**src/rtl/tmr_pkg.sv**
```systemverilog
package tmr_pkg;
    localparam int ADDR_W = 8;
    localparam int DATA_W = 32;

    localparam logic [ADDR_W-1:0] OFS_COUNT = 8'h20;
    localparam logic [ADDR_W-1:0] OFS_RELOAD = 8'h24;
    localparam logic [ADDR_W-1:0] OFS_CTRL = 8'h28;

    localparam int RUN_BIT = 1;

    typedef enum logic [1:0] {
        SEL_NONE,
        SEL_COUNT,
        SEL_RELOAD,
        SEL_CTRL
    } reg_sel_e;

    typedef struct packed {
        logic valid;
        reg_sel_e sel;
        logic [DATA_W-1:0] data;
    } wr_cmd_s;

    function automatic reg_sel_e decode_addr(input logic [ADDR_W-1:0] a);
        case (a)
            OFS_COUNT: decode_addr = SEL_COUNT;
            OFS_RELOAD: decode_addr = SEL_RELOAD;
            OFS_CTRL: decode_addr = SEL_CTRL;
            default: decode_addr = SEL_NONE;
        endcase
    endfunction
endpackage

```
**src/rtl/tmr_regs.sv**
```systemverilog
module tmr_regs
    import tmr_pkg::*;
#(
    parameter int CNT_W = 16
) (
    input  logic              clk,
    input  logic              rst,
    input  logic [ADDR_W-1:0] addr,
    input  logic              wr,
    input  logic [DATA_W-1:0] wdata,
    input  logic [CNT_W-1:0]  count,
    output logic [DATA_W-1:0] rdata,
    output logic [CNT_W-1:0]  reload,
    output logic              run,
    output logic              start
);
    localparam int PAD_W = DATA_W - CNT_W;

    wr_cmd_s cmd;
    reg_sel_e rsel;
    logic unused_wdata;

    assign unused_wdata = ^wdata;
    assign cmd.valid = wr;
    assign cmd.sel = decode_addr(addr);
    assign cmd.data = wdata;
    assign rsel = decode_addr(addr);

    assign start = cmd.valid && (cmd.sel == SEL_CTRL) && cmd.data[RUN_BIT] && !run;

    always_ff @(posedge clk) begin
        if (rst) begin
            reload <= '0;
            run <= 1'b0;
        end else if (cmd.valid) begin
            if (cmd.sel == SEL_RELOAD && !run)
                reload <= cmd.data[CNT_W-1:0];
            if (cmd.sel == SEL_CTRL)
                run <= cmd.data[RUN_BIT];
        end
    end

    always_comb begin
        rdata = '0;
        case (rsel)
            SEL_COUNT: rdata = {{PAD_W{1'b0}}, count};
            SEL_RELOAD: rdata = {{PAD_W{1'b0}}, reload};
            SEL_CTRL: rdata[RUN_BIT] = run;
            default: rdata = '0;
        endcase
    end

    AST_RELOAD_LOCKED: assert property (@(posedge clk) disable iff (rst)
        run |=> $stable(reload));
endmodule

```
**src/rtl/tmr_counter.sv**
```systemverilog
module tmr_counter #(
    parameter int CNT_W = 16
) (
    input  logic             clk,
    input  logic             rst,
    input  logic             run,
    input  logic             start,
    input  logic             tick,
    input  logic [CNT_W-1:0] reload,
    output logic [CNT_W-1:0] count,
    output logic             evt
);
    localparam logic [CNT_W-1:0] ONE = CNT_W'(1);

    logic [CNT_W-1:0] period;

    assign period = (reload == '0) ? ONE : reload;
    assign evt = run && tick && (count <= ONE);

    always_ff @(posedge clk) begin
        if (rst)
            count <= '0;
        else if (start)
            count <= period;
        else if (run && tick)
            count <= evt ? period : count - ONE;
    end

    AST_START_LOADS: assert property (@(posedge clk) disable iff (rst)
        start |=> count == (($past(reload) == '0) ? ONE : $past(reload)));
    AST_HOLD_NO_TICK: assert property (@(posedge clk) disable iff (rst)
        (run && !tick && !start) |=> $stable(count));
    AST_FROZEN_STOPPED: assert property (@(posedge clk) disable iff (rst)
        (!run && !start) |=> $stable(count));
    AST_RUN_NONZERO: assert property (@(posedge clk) disable iff (rst)
        (run && $past(run)) |-> count != '0);
endmodule

```
**src/rtl/tmr_flag.sv**
```systemverilog
module tmr_flag (
    input  logic clk,
    input  logic rst,
    input  logic set,
    input  logic clr,
    output logic flag
);
    always_ff @(posedge clk) begin
        if (rst)
            flag <= 1'b0;
        else if (set)
            flag <= 1'b1;
        else if (clr)
            flag <= 1'b0;
    end

    AST_EVT_SETS: assert property (@(posedge clk) disable iff (rst)
        set |=> flag);
    AST_CLR_DROPS: assert property (@(posedge clk) disable iff (rst)
        (clr && !set) |=> !flag);
endmodule

```
**src/rtl/tmr_periodic.sv**
```systemverilog
module tmr_periodic
    import tmr_pkg::*;
#(
    parameter int CNT_W = 16
) (
    input  logic              clk,
    input  logic              rst,
    input  logic              tick_en,
    input  logic [ADDR_W-1:0] bus_addr,
    input  logic              bus_wr,
    input  logic [DATA_W-1:0] bus_wdata,
    output logic [DATA_W-1:0] bus_rdata,
    input  logic              evt_clr,
    output logic              evt_flag
);
    logic [CNT_W-1:0] count;
    logic [CNT_W-1:0] reload;
    logic run;
    logic start;
    logic evt;

    tmr_regs #(.CNT_W(CNT_W)) u_regs (
        .clk(clk), .rst(rst), .addr(bus_addr), .wr(bus_wr), .wdata(bus_wdata),
        .count(count), .rdata(bus_rdata), .reload(reload), .run(run), .start(start)
    );

    tmr_counter #(.CNT_W(CNT_W)) u_counter (
        .clk(clk), .rst(rst), .run(run), .start(start), .tick(tick_en),
        .reload(reload), .count(count), .evt(evt)
    );

    tmr_flag u_flag (
        .clk(clk), .rst(rst), .set(evt), .clr(evt_clr), .flag(evt_flag)
    );

    AST_STOPPED_NO_EVT: assert property (@(posedge clk) disable iff (rst)
        (!run && !evt_flag) |=> !evt_flag);
endmodule

```
**config.mk**
```make
export PLATFORM = sky130hd
export DESIGN_NAME = tmr_periodic
export DESIGN_NICKNAME = d
export VERILOG_FILES = /design/src/rtl/tmr_pkg.sv /design/src/rtl/tmr_regs.sv /design/src/rtl/tmr_counter.sv /design/src/rtl/tmr_flag.sv /design/src/rtl/tmr_periodic.sv
export SDC_FILE = /design/constraint.sdc
export NUM_CORES = 1
export LEC_CHECK = 0
export CAP_MARGIN = 10
export CORE_ASPECT_RATIO = 1.4
export CORE_MARGIN = 5
export CORE_UTILIZATION = 30
export CTS_BUF_LIST = sky130_fd_sc_hd__clkbuf_4
export DETAILED_ROUTE_END_ITERATION = 7
export DONT_BUFFER_PORTS = 1
export GPL_ROUTABILITY_DRIVEN = 0
export HOLD_SLACK_MARGIN = 0.05
export SLEW_MARGIN = 20
export SYNTH_ARGS = -nofsm -noshare
export SYNTH_HDL_FRONTEND = slang
export SYNTH_SLANG_ARGS = --single-unit
```
**constraint.sdc**
```tcl
create_clock -name clk -period 2.55 [get_ports clk]
set_input_delay 0.6375 -clock clk [delete_from_list [all_inputs] [get_ports clk]]
set_output_delay 0.6375 -clock clk [all_outputs]
set_load 0.02 [all_outputs]
```
==> metrics.txt, run 1 <==
outcome=finished, final reports clean; clock buffer count from CTS=5; number of vias per cell after detailed routing=5.35; critical path depth in cells=7; Power per Cell Area=around 320 nW/um^2; # nets final=370; Worst-path clk slew=roughly 0.1 ns; Static Leak=between 0.9 and 1 nW; die span in x=82.6 um; number of iterations in the first detailed-routing pass=5; commonest cells after routing, fill and taps aside=47 x sky130_fd_sc_hd__nand2_1, 34 x sky130_fd_sc_hd__dfxtp_1, 33 x sky130_fd_sc_hd__buf_4; antenna violations before repair=1; sum of overflow across all layers after global routing=0; number of ports placed on the die boundary=just under 80; largest net degree at the start of global routing=36; Worst setup endpoint=bus_rdata[11]; flip-flop and latch count after synthesis=34; Setup Slack @ Placement=-0.200 ns; startpoint of the most critical register-to-register path=u_counter.count[5]$_SDFFE_PP0P_; async set-reset flop share out of synthesis=0%; portion of the clock cycle consumed by the worst path in the final layout=between 90% and 100%; number of hold violations in the final report=0; placeable core region=just over 7000 um^2; fillers=a little under 800; end of the worst register-to-register path=u_counter.count[1]$_SDFFE_PP0P_; Critical path buffers and inverters=2; depth of the worst register-to-register path=5; critical-path maximum fanout=9; startpoint-to-endpoint class of the critical path=primary input to output port; total standard cell area after synthesis=roughly 2200 um^2; starting utilization of the core area=around 30%; DR iter-0 viols=91; area added between synthesis and finish=24.7%; sequential cell area=slightly below 700 um^2; Reg2Reg Setup Slack=between 0.4 and 0.5 ns; drt total wl=just under 7000 um; achievable clock frequency=between 300 and 400 MHz; largest vdd supply drop=around 0.33 mV; top_reg_cell synth=sky130_fd_sc_hd__dfxtp_1; drc violations=0; time the worst path needs with I/O delays and setup=approximately 2.5 ns; detailed-placement wirelength estimate=between 5000 and 6000 um; number of warnings issued by yosys=0; Final Slew Violations=0; Hold Crit Class=primary input to flop; summed negative setup slack over all endpoints=0 ns; Post-synth EDFFs=0; Critical path origin=bus_addr[7]; Setup Skew=0.00632 ns; ratio of cells with drive above 1 in the final layout=28.1%; slew margin rel.=between 50% and 60%; CP max stage delay=0.27 ns; Mapped Avg Cell Area=7.50 um^2; clk buf depth=2; Clk Tree Root Cell=sky130_fd_sc_hd__clkbuf_4; count of unique library cells instantiated by Yosys=51; WP data arrival=1.91 ns; Vert. Die Dim=between 100 and 150 um; via count=roughly 2200; min setup slack post-route=between 0.005 and 0.006 ns; setup repair after global routing missed its margin=true; Wirelength per Cell=between 15 and 20 um; critical path's slowest cell=sky130_fd_sc_hd__nor4b_4; number of rows in the core area=37; number of buffers inserted by hold repair at cts=0; total design power=between 800 and 900 uW; Port Buffer Count=0; start point of the worst hold path=rst; CTS H-tree lvls=2; global-route wire length before repair=about 11000 um; worst-path cell chain=nor4b_4 > nand3_1 > ha_2 > buf_12 > a22oi_2 > nor2_1 > buf_4; clock tree from TritonCTS=built; vias in the first global route=~2300; endpoint class of the critical path=output port; multi-input logic area=1530 um^2; global router's overall resource usage=~16%; crit path launch type=primary input; leading cell type in the layout, fill and taps excluded=sky130_fd_sc_hd__nand2_1; Antenna Violating Nets Remaining=0; max-cap violations=0; WP data required=~1.9 ns; dominant delay contributor by cell family on the critical path=simple AND/OR/NAND/NOR gates; transition time of the tightest slew-check pin=0.675 ns; setup-violating endpoint count in the final report=0; die area=between 9000 and 10000 um^2; part of the Yosys area used for sequential elements=30.8%; Synth Instances=295; Clk Latency, worst-skew pair=roughly 0.35 ns; number of clock sinks=34
how the worst min path moves through the flow:
stage                                     end  cells past startpoint  slack, ns
6_report       u_regs.reload[10]$_SDFFE_PP0P_                      1       0.35
5_1_grt         u_regs.reload[8]$_SDFFE_PP0P_                      1       0.32
4_1_cts         u_regs.reload[3]$_SDFFE_PP0P_                      1       0.33
3_5_place_dp    u_regs.reload[4]$_SDFFE_PP0P_                      2       0.48
3_3_place_gp    u_regs.reload[4]$_SDFFE_PP0P_                      2       0.47
2_1_floorplan   u_regs.reload[0]$_SDFFE_PP0P_                      2       0.46
cell families after synthesis:
kind of cell | after synthesis | share of synthesized area, %
buffers and inverters | 43 | 10.7
DFF | 34 | 30.8
AOI/OAI and AO/OA | 70 | 22.2
adders and majority gates | 6 | 3.39
muxes | 2 | 0.905
other | 1 | 0.170
xor gates and xnor gates | 2 | 0.792
and+or+nand+nor | 137 | 31.1
layer usage:
metal | share of wire, % | up-vias | global-route usage, % | routed length (um)
met4 | 4.4 | 0 | 9.27 | 298
met1 | 39 | 1062 | 17.9 | 2600
met2 | 52 | 82 | 26.2 | 3500
li1 | - | 1074 | - | -
met5 | 0 | - | 0 | 0
met3 | 4.8 | 18 | 2.67 | 326
power breakdown:
group	leakage [nW]	internal, mW	switching (mW)
logic	0.675	0.00870	0.0290
clock network	0.0331	0.114	0.189
registers	0.274	0.531	0.000867
total	0.982	0.654	0.219
worst reg2reg max path, stage by stage, from the launching register on:
cell                        delay, ns
sky130_fd_sc_hd__dfxtp_1         0.39
sky130_fd_sc_hd__or4_4           0.58
sky130_fd_sc_hd__nor3_4          0.28
sky130_fd_sc_hd__a31oi_4         0.26
sky130_fd_sc_hd__and3_4          0.27
sky130_fd_sc_hd__a2111oi_2       0.27
stage by stage:
stage	cells	utilization, %	hold WS, ns	area, um^2
after detailed placement	403	34.7	0.477	2520
after global routing	418	38.0	0.316	2760
after CTS	417	37.5	0.325	2730
final	418	38.0	0.345	2760
after global placement	403	34.7	0.473	2520
after floorplan	310	-	0.460	2380
cells in the mapped netlist, types with 2 or more instances:
master                       n  area [um^2]
sky130_fd_sc_hd__a22oi_1    17          128
sky130_fd_sc_hd__buf_4      17          128
sky130_fd_sc_hd__buf_2       2         10.0
sky130_fd_sc_hd__nor4_4      2         42.5
sky130_fd_sc_hd__dfxtp_1    34          681
sky130_fd_sc_hd__nor3_1      5         25.0
sky130_fd_sc_hd__o21ai_0     4         20.0
sky130_fd_sc_hd__clkbuf_1   17         63.8
sky130_fd_sc_hd__a32oi_1     2         17.5
sky130_fd_sc_hd__nand2_1    47          176
sky130_fd_sc_hd__a2111oi_0   3         26.3
sky130_fd_sc_hd__a21oi_1    22          110
sky130_fd_sc_hd__ha_1        6         75.1
sky130_fd_sc_hd__o311ai_0    2         17.5
sky130_fd_sc_hd__o31ai_1     3         22.5
sky130_fd_sc_hd__a31oi_1     5         31.3
sky130_fd_sc_hd__nand4b_1    2         17.5
sky130_fd_sc_hd__inv_1       4         15.0
sky130_fd_sc_hd__a211oi_1    5         37.5
sky130_fd_sc_hd__nand3_1     8         40.0
sky130_fd_sc_hd__nor2_1     44          165
sky130_fd_sc_hd__or4_1       3         22.5
sky130_fd_sc_hd__mux2i_1     2         20.0
sky130_fd_sc_hd__nor4_1      9         56.3
sky130_fd_sc_hd__nand4_1     2         12.5
sky130_fd_sc_hd__nand2b_1    2         12.5
sky130_fd_sc_hd__nand3b_1    2         15.0
registers in the layout, summed over array words and instances (netlist names):
| signal | flops |
|---|---|
| u_regs.run | 1 |
| u_flag.flag | 1 |
| u_counter.count | 16 |
| u_regs.reload | 16 |
what timing repair did:
item / in CTS / in global routing
gates resized for setup: 21 / 6
cloned: 0 / 0
setup endpoints to repair: 16 / 17
pin swaps: 6 / 0
buffers inserted: 6 / 0
endpoints found under the hold margin: 0 / 0
area by class of cell:
| class | count | area share (%) |
|---|---|---|
| antenna | 1 | 0.0907 |
| multi-input combinational | 233 | 55.5 |
| tap | 97 | 4.40 |
| inverter | 4 | 0.544 |
| sequential | 34 | 24.7 |
| timing repair buffer | 41 | 12.9 |
| clock inverter | 2 | 0.317 |
| clock buffer | 6 | 1.63 |
Note: power is estimated with default switching activity, not from simulation.
==> inputs of run 2 (changes only) <==
- ABC_AREA: default -> 1
==> run 2 against run 1 <==
  * Clock power up 2%
  * First-iteration DRC count down 21%
  * Global-route usage down 3.3 points
  * Critical endpoint is now bus_rdata[14]
==> metrics.txt, run 2 <==
outcome=finished, final reports clean; critical-path maximum fanout=8 (-1); drc violations=0 (unchanged); Port Buffer Count=0 (unchanged); total standard cell area after synthesis=2290 um^2 (+3.7%); library cell occupying the most area in the post-synthesis netlist=sky130_fd_sc_hd__dfxtp_1; Hold Crit Class=primary input to flop; Power per Cell Area=329 nW/um^2 (+4.0%); Clk network pwr share=34.5% (-0.2 points); Setup Skew=0.00946 ns (+0.00314 ns); sequential cell area=681 um^2 (unchanged); WP data arrival=1.88 ns (-0.03 ns); ratio of cells with drive above 1 in the final layout=15.8% (-12 points); number of rows in the core area=37 (unchanged); Final Slew Violations=0 (unchanged); CTS H-tree lvls=2 (unchanged); number of hold violations in the final report=0 (unchanged); number of vias per cell after detailed routing=4.78 (-11%); number of ports placed on the die boundary=78 (unchanged); DR iter-0 viols=72 (-21%); largest net degree at the start of global routing=28 (-22%); Clk Latency, worst-skew pair=0.35 ns (about the same); clock buffer count from CTS=5 (unchanged); fraction of synthesized area in multiplexers=0% (-0.90 points); largest vdd supply drop=0.312 mV (-4.5%); top cells by area, synth=sky130_fd_sc_hd__dfxtp_1 30%, sky130_fd_sc_hd__nand2_1 15%, sky130_fd_sc_hd__a21oi_1 9.6%, sky130_fd_sc_hd__nor2_1 7.4%, sky130_fd_sc_hd__o21ai_0 7.2%; Static Leak=1.08 nW (+10%); time the worst path needs with I/O delays and setup=2.52 ns (-0.0247 ns); most common library cells after synthesis=92 x sky130_fd_sc_hd__nand2_1, 45 x sky130_fd_sc_hd__nor2_1, 44 x sky130_fd_sc_hd__a21oi_1; Synth Instances=366 (+24%); # nets final=425 (+15%); clock tree from TritonCTS=built; registers with the most flip-flops=u_counter.count x16, u_regs.reload x16; number of warnings issued by yosys=0 (unchanged); setup fix buffers added after clock tree synthesis=0 (-6); vias in the first global route=2079 (-7.7%); Vert. Die Dim=113 um (+1.7%); placeable core region=7410 um^2 (+1.9%); sum of overflow across all layers after global routing=0 (unchanged); Antenna Violating Nets Remaining=0 (unchanged); setup repair after global routing missed its margin=true; via count=2255 (+0.85%); setup-violating endpoint count in the final report=0 (unchanged); startpoint-to-endpoint class of the critical path=primary input to output port; crit path launch type=primary input; endpoint class of the critical path=output port; adder-cell area share of the yosys netlist=3.27% (-0.12 points); fillers=823 (+5.2%); flip-flop and latch count after synthesis=34 (unchanged); antenna violations before repair=1 (unchanged); Post-synth EDFFs=0 (unchanged); Clk Tree Root Cell=sky130_fd_sc_hd__clkbuf_4; share of the synthesized area in the top cell type=29.7% (-1.1 points); top_reg_cell synth=sky130_fd_sc_hd__dfxtp_1; die span in x=83.9 um (+1.6%); fraction of power consumed by sequential logic=59.7% (-1.2 points); global router's overall resource usage=12.3% (-3.3 points); multi-input logic area=1540 um^2 (+0.90%); max-cap violations=0 (unchanged); async set-reset flop share out of synthesis=0% (unchanged); WP data required=1.91 ns (about the same); combinational family with the most area after synthesis=simple AND/OR/NAND/NOR gates; library cell with the highest instance count after synthesis=sky130_fd_sc_hd__nand2_1; share of total power in combinational logic=5.7% (+1.4 points); total design power=892 uW (+2.1%); global-route wire length before repair=9590 um (-15%); number of iterations in the first detailed-routing pass=4 (-1); die area=9520 um^2 (+3.3%); drt total wl=5970 um (-11%); number of clock sinks=34 (unchanged); Int Pwr=668 uW (+2.1%); starting utilization of the core area=31.0% (+0.54 points); fraction of power spent switching nets=25.1% (+0.044 points); Worst-path clk slew=0.10 ns (about the same); leading cell type in the layout, fill and taps excluded=sky130_fd_sc_hd__nand2_1; part of the Yosys area used for sequential elements=29.7% (-1.1 points); area added between synthesis and finish=18.0%; count of unique library cells instantiated by Yosys=31 (-39%); achievable clock frequency=397 MHz (+0.98%); Mapped Avg Cell Area=6.27 um^2 (-16%); commonest cells after routing, fill and taps aside=90 x sky130_fd_sc_hd__nand2_1, 43 x sky130_fd_sc_hd__nor2_1, 34 x sky130_fd_sc_hd__dfxtp_1; clk buf depth=2 (unchanged); portion of the clock cycle consumed by the worst path in the final layout=98.8% (-0.97 points); detailed-placement wirelength estimate=4690 um (-7.5%); power spent charging and discharging nets=224 uW (+2.3%); synthesized-area fraction occupied by and/or/nand/nor cells=30.9% (-0.19 points); Setup Slack @ Placement=-0.0391 ns (+0.161 ns); share of the synthesized area in compound gates (AO/OA/AOI/OAI)=20.3% (-1.9 points); Wirelength per Cell=12.7 um (-21%); min setup slack post-route=0.0303 ns (+0.0247 ns); XOR/XNOR share of the synthesized area=1.91% (+1.1 points)
==> run 2: power by group through the flow <==
stage | clock network [mW] | logic [mW] | registers [mW]
global placement | 0 | 0.0483 | 0.545
CTS | 0.321 | 0.0496 | 0.532
floorplan | 0 | 0.0603 | 0.544
finish | 0.308 | 0.0512 | 0.532
global route | 0.340 | 0.0567 | 0.533
detailed placement | 0 | 0.0487 | 0.545
==> run 2: path summary, 6_finish.rpt <==
path / from / end / slack [ns] / cells after the start
worst max register to register: u_counter.count[0]$_SDFFE_PP0P_ / u_counter.count[6]$_SDFFE_PP0P_ / 0.82 / 7
worst max-delay path: bus_addr[1] / bus_rdata[14] / 0.03 / 7
worst min register to register: u_regs.reload[10]$_SDFFE_PP0P_ / u_regs.reload[10]$_SDFFE_PP0P_ / 0.49 / 2
worst min-delay path: rst / u_flag.flag$_SDFFE_PP0P_ / 0.34 / 1
==> run 2: per-layer routing <==
metal	GRT usage, %	vias up	share of wire (%)
met5	0	-	0
met4	6.87	0	2.8
met3	1.59	13	4.2
met2	23.1	56	53
met1	13.0	1025	40
li1	-	1161	-
==> run 2: layout make-up <==
cell class | count | area share, %
clock buffer | 7 | 1.94
tap | 97 | 4.48
sequential | 34 | 25.1
antenna | 1 | 0.0924
multi-input combinational | 283 | 57.0
timing repair buffer | 17 | 6.70
inverter | 33 | 4.67
==> run 2: logic make-up after synthesis <==
logic type	after synthesis
flip-flops	34
buffers and inverters	64
XOR/XNOR	5
other	1
adder cells (fa/ha/maj)	6
AO/OA/AOI/OAI	88
AND/OR/NAND/NOR	168
==> run 2: what timing repair did <==
action	in CTS	in global routing
pin swaps	0	2
endpoints found under the setup margin	9	16
cloned	0	0
hold buffers	0	0
gates resized for setup	2	14
==> run 2: worst max-delay path: stages <==
cell and delay (ns):
sky130_fd_sc_hd__nor2_1 0.08, sky130_fd_sc_hd__nand4_1 0.21, sky130_fd_sc_hd__a21oi_4 0.25, sky130_fd_sc_hd__inv_2 0.08
sky130_fd_sc_hd__ha_4 0.26, sky130_fd_sc_hd__buf_12 0.16, sky130_fd_sc_hd__a21oi_4 0.20
==> run 2: per-stage QoR <==
| step | setup TNS (ns) | instances | instance area (um^2) | util, % | hold WS (ns) |
|---|---|---|---|---|---|
| 3_5_place_dp | -0.144 | 464 | 2590 | 35.0 | 0.483 |
| 2_1_floorplan | 0 | 381 | 2510 | - | 0.457 |
| 6_report | 0 | 472 | 2710 | 36.6 | 0.336 |
| 3_3_place_gp | -0.0283 | 464 | 2590 | 35.0 | 0.477 |
| 4_1_cts | 0 | 471 | 2650 | 35.8 | 0.315 |
| 5_1_grt | -0.763 | 472 | 2710 | 36.6 | 0.322 |
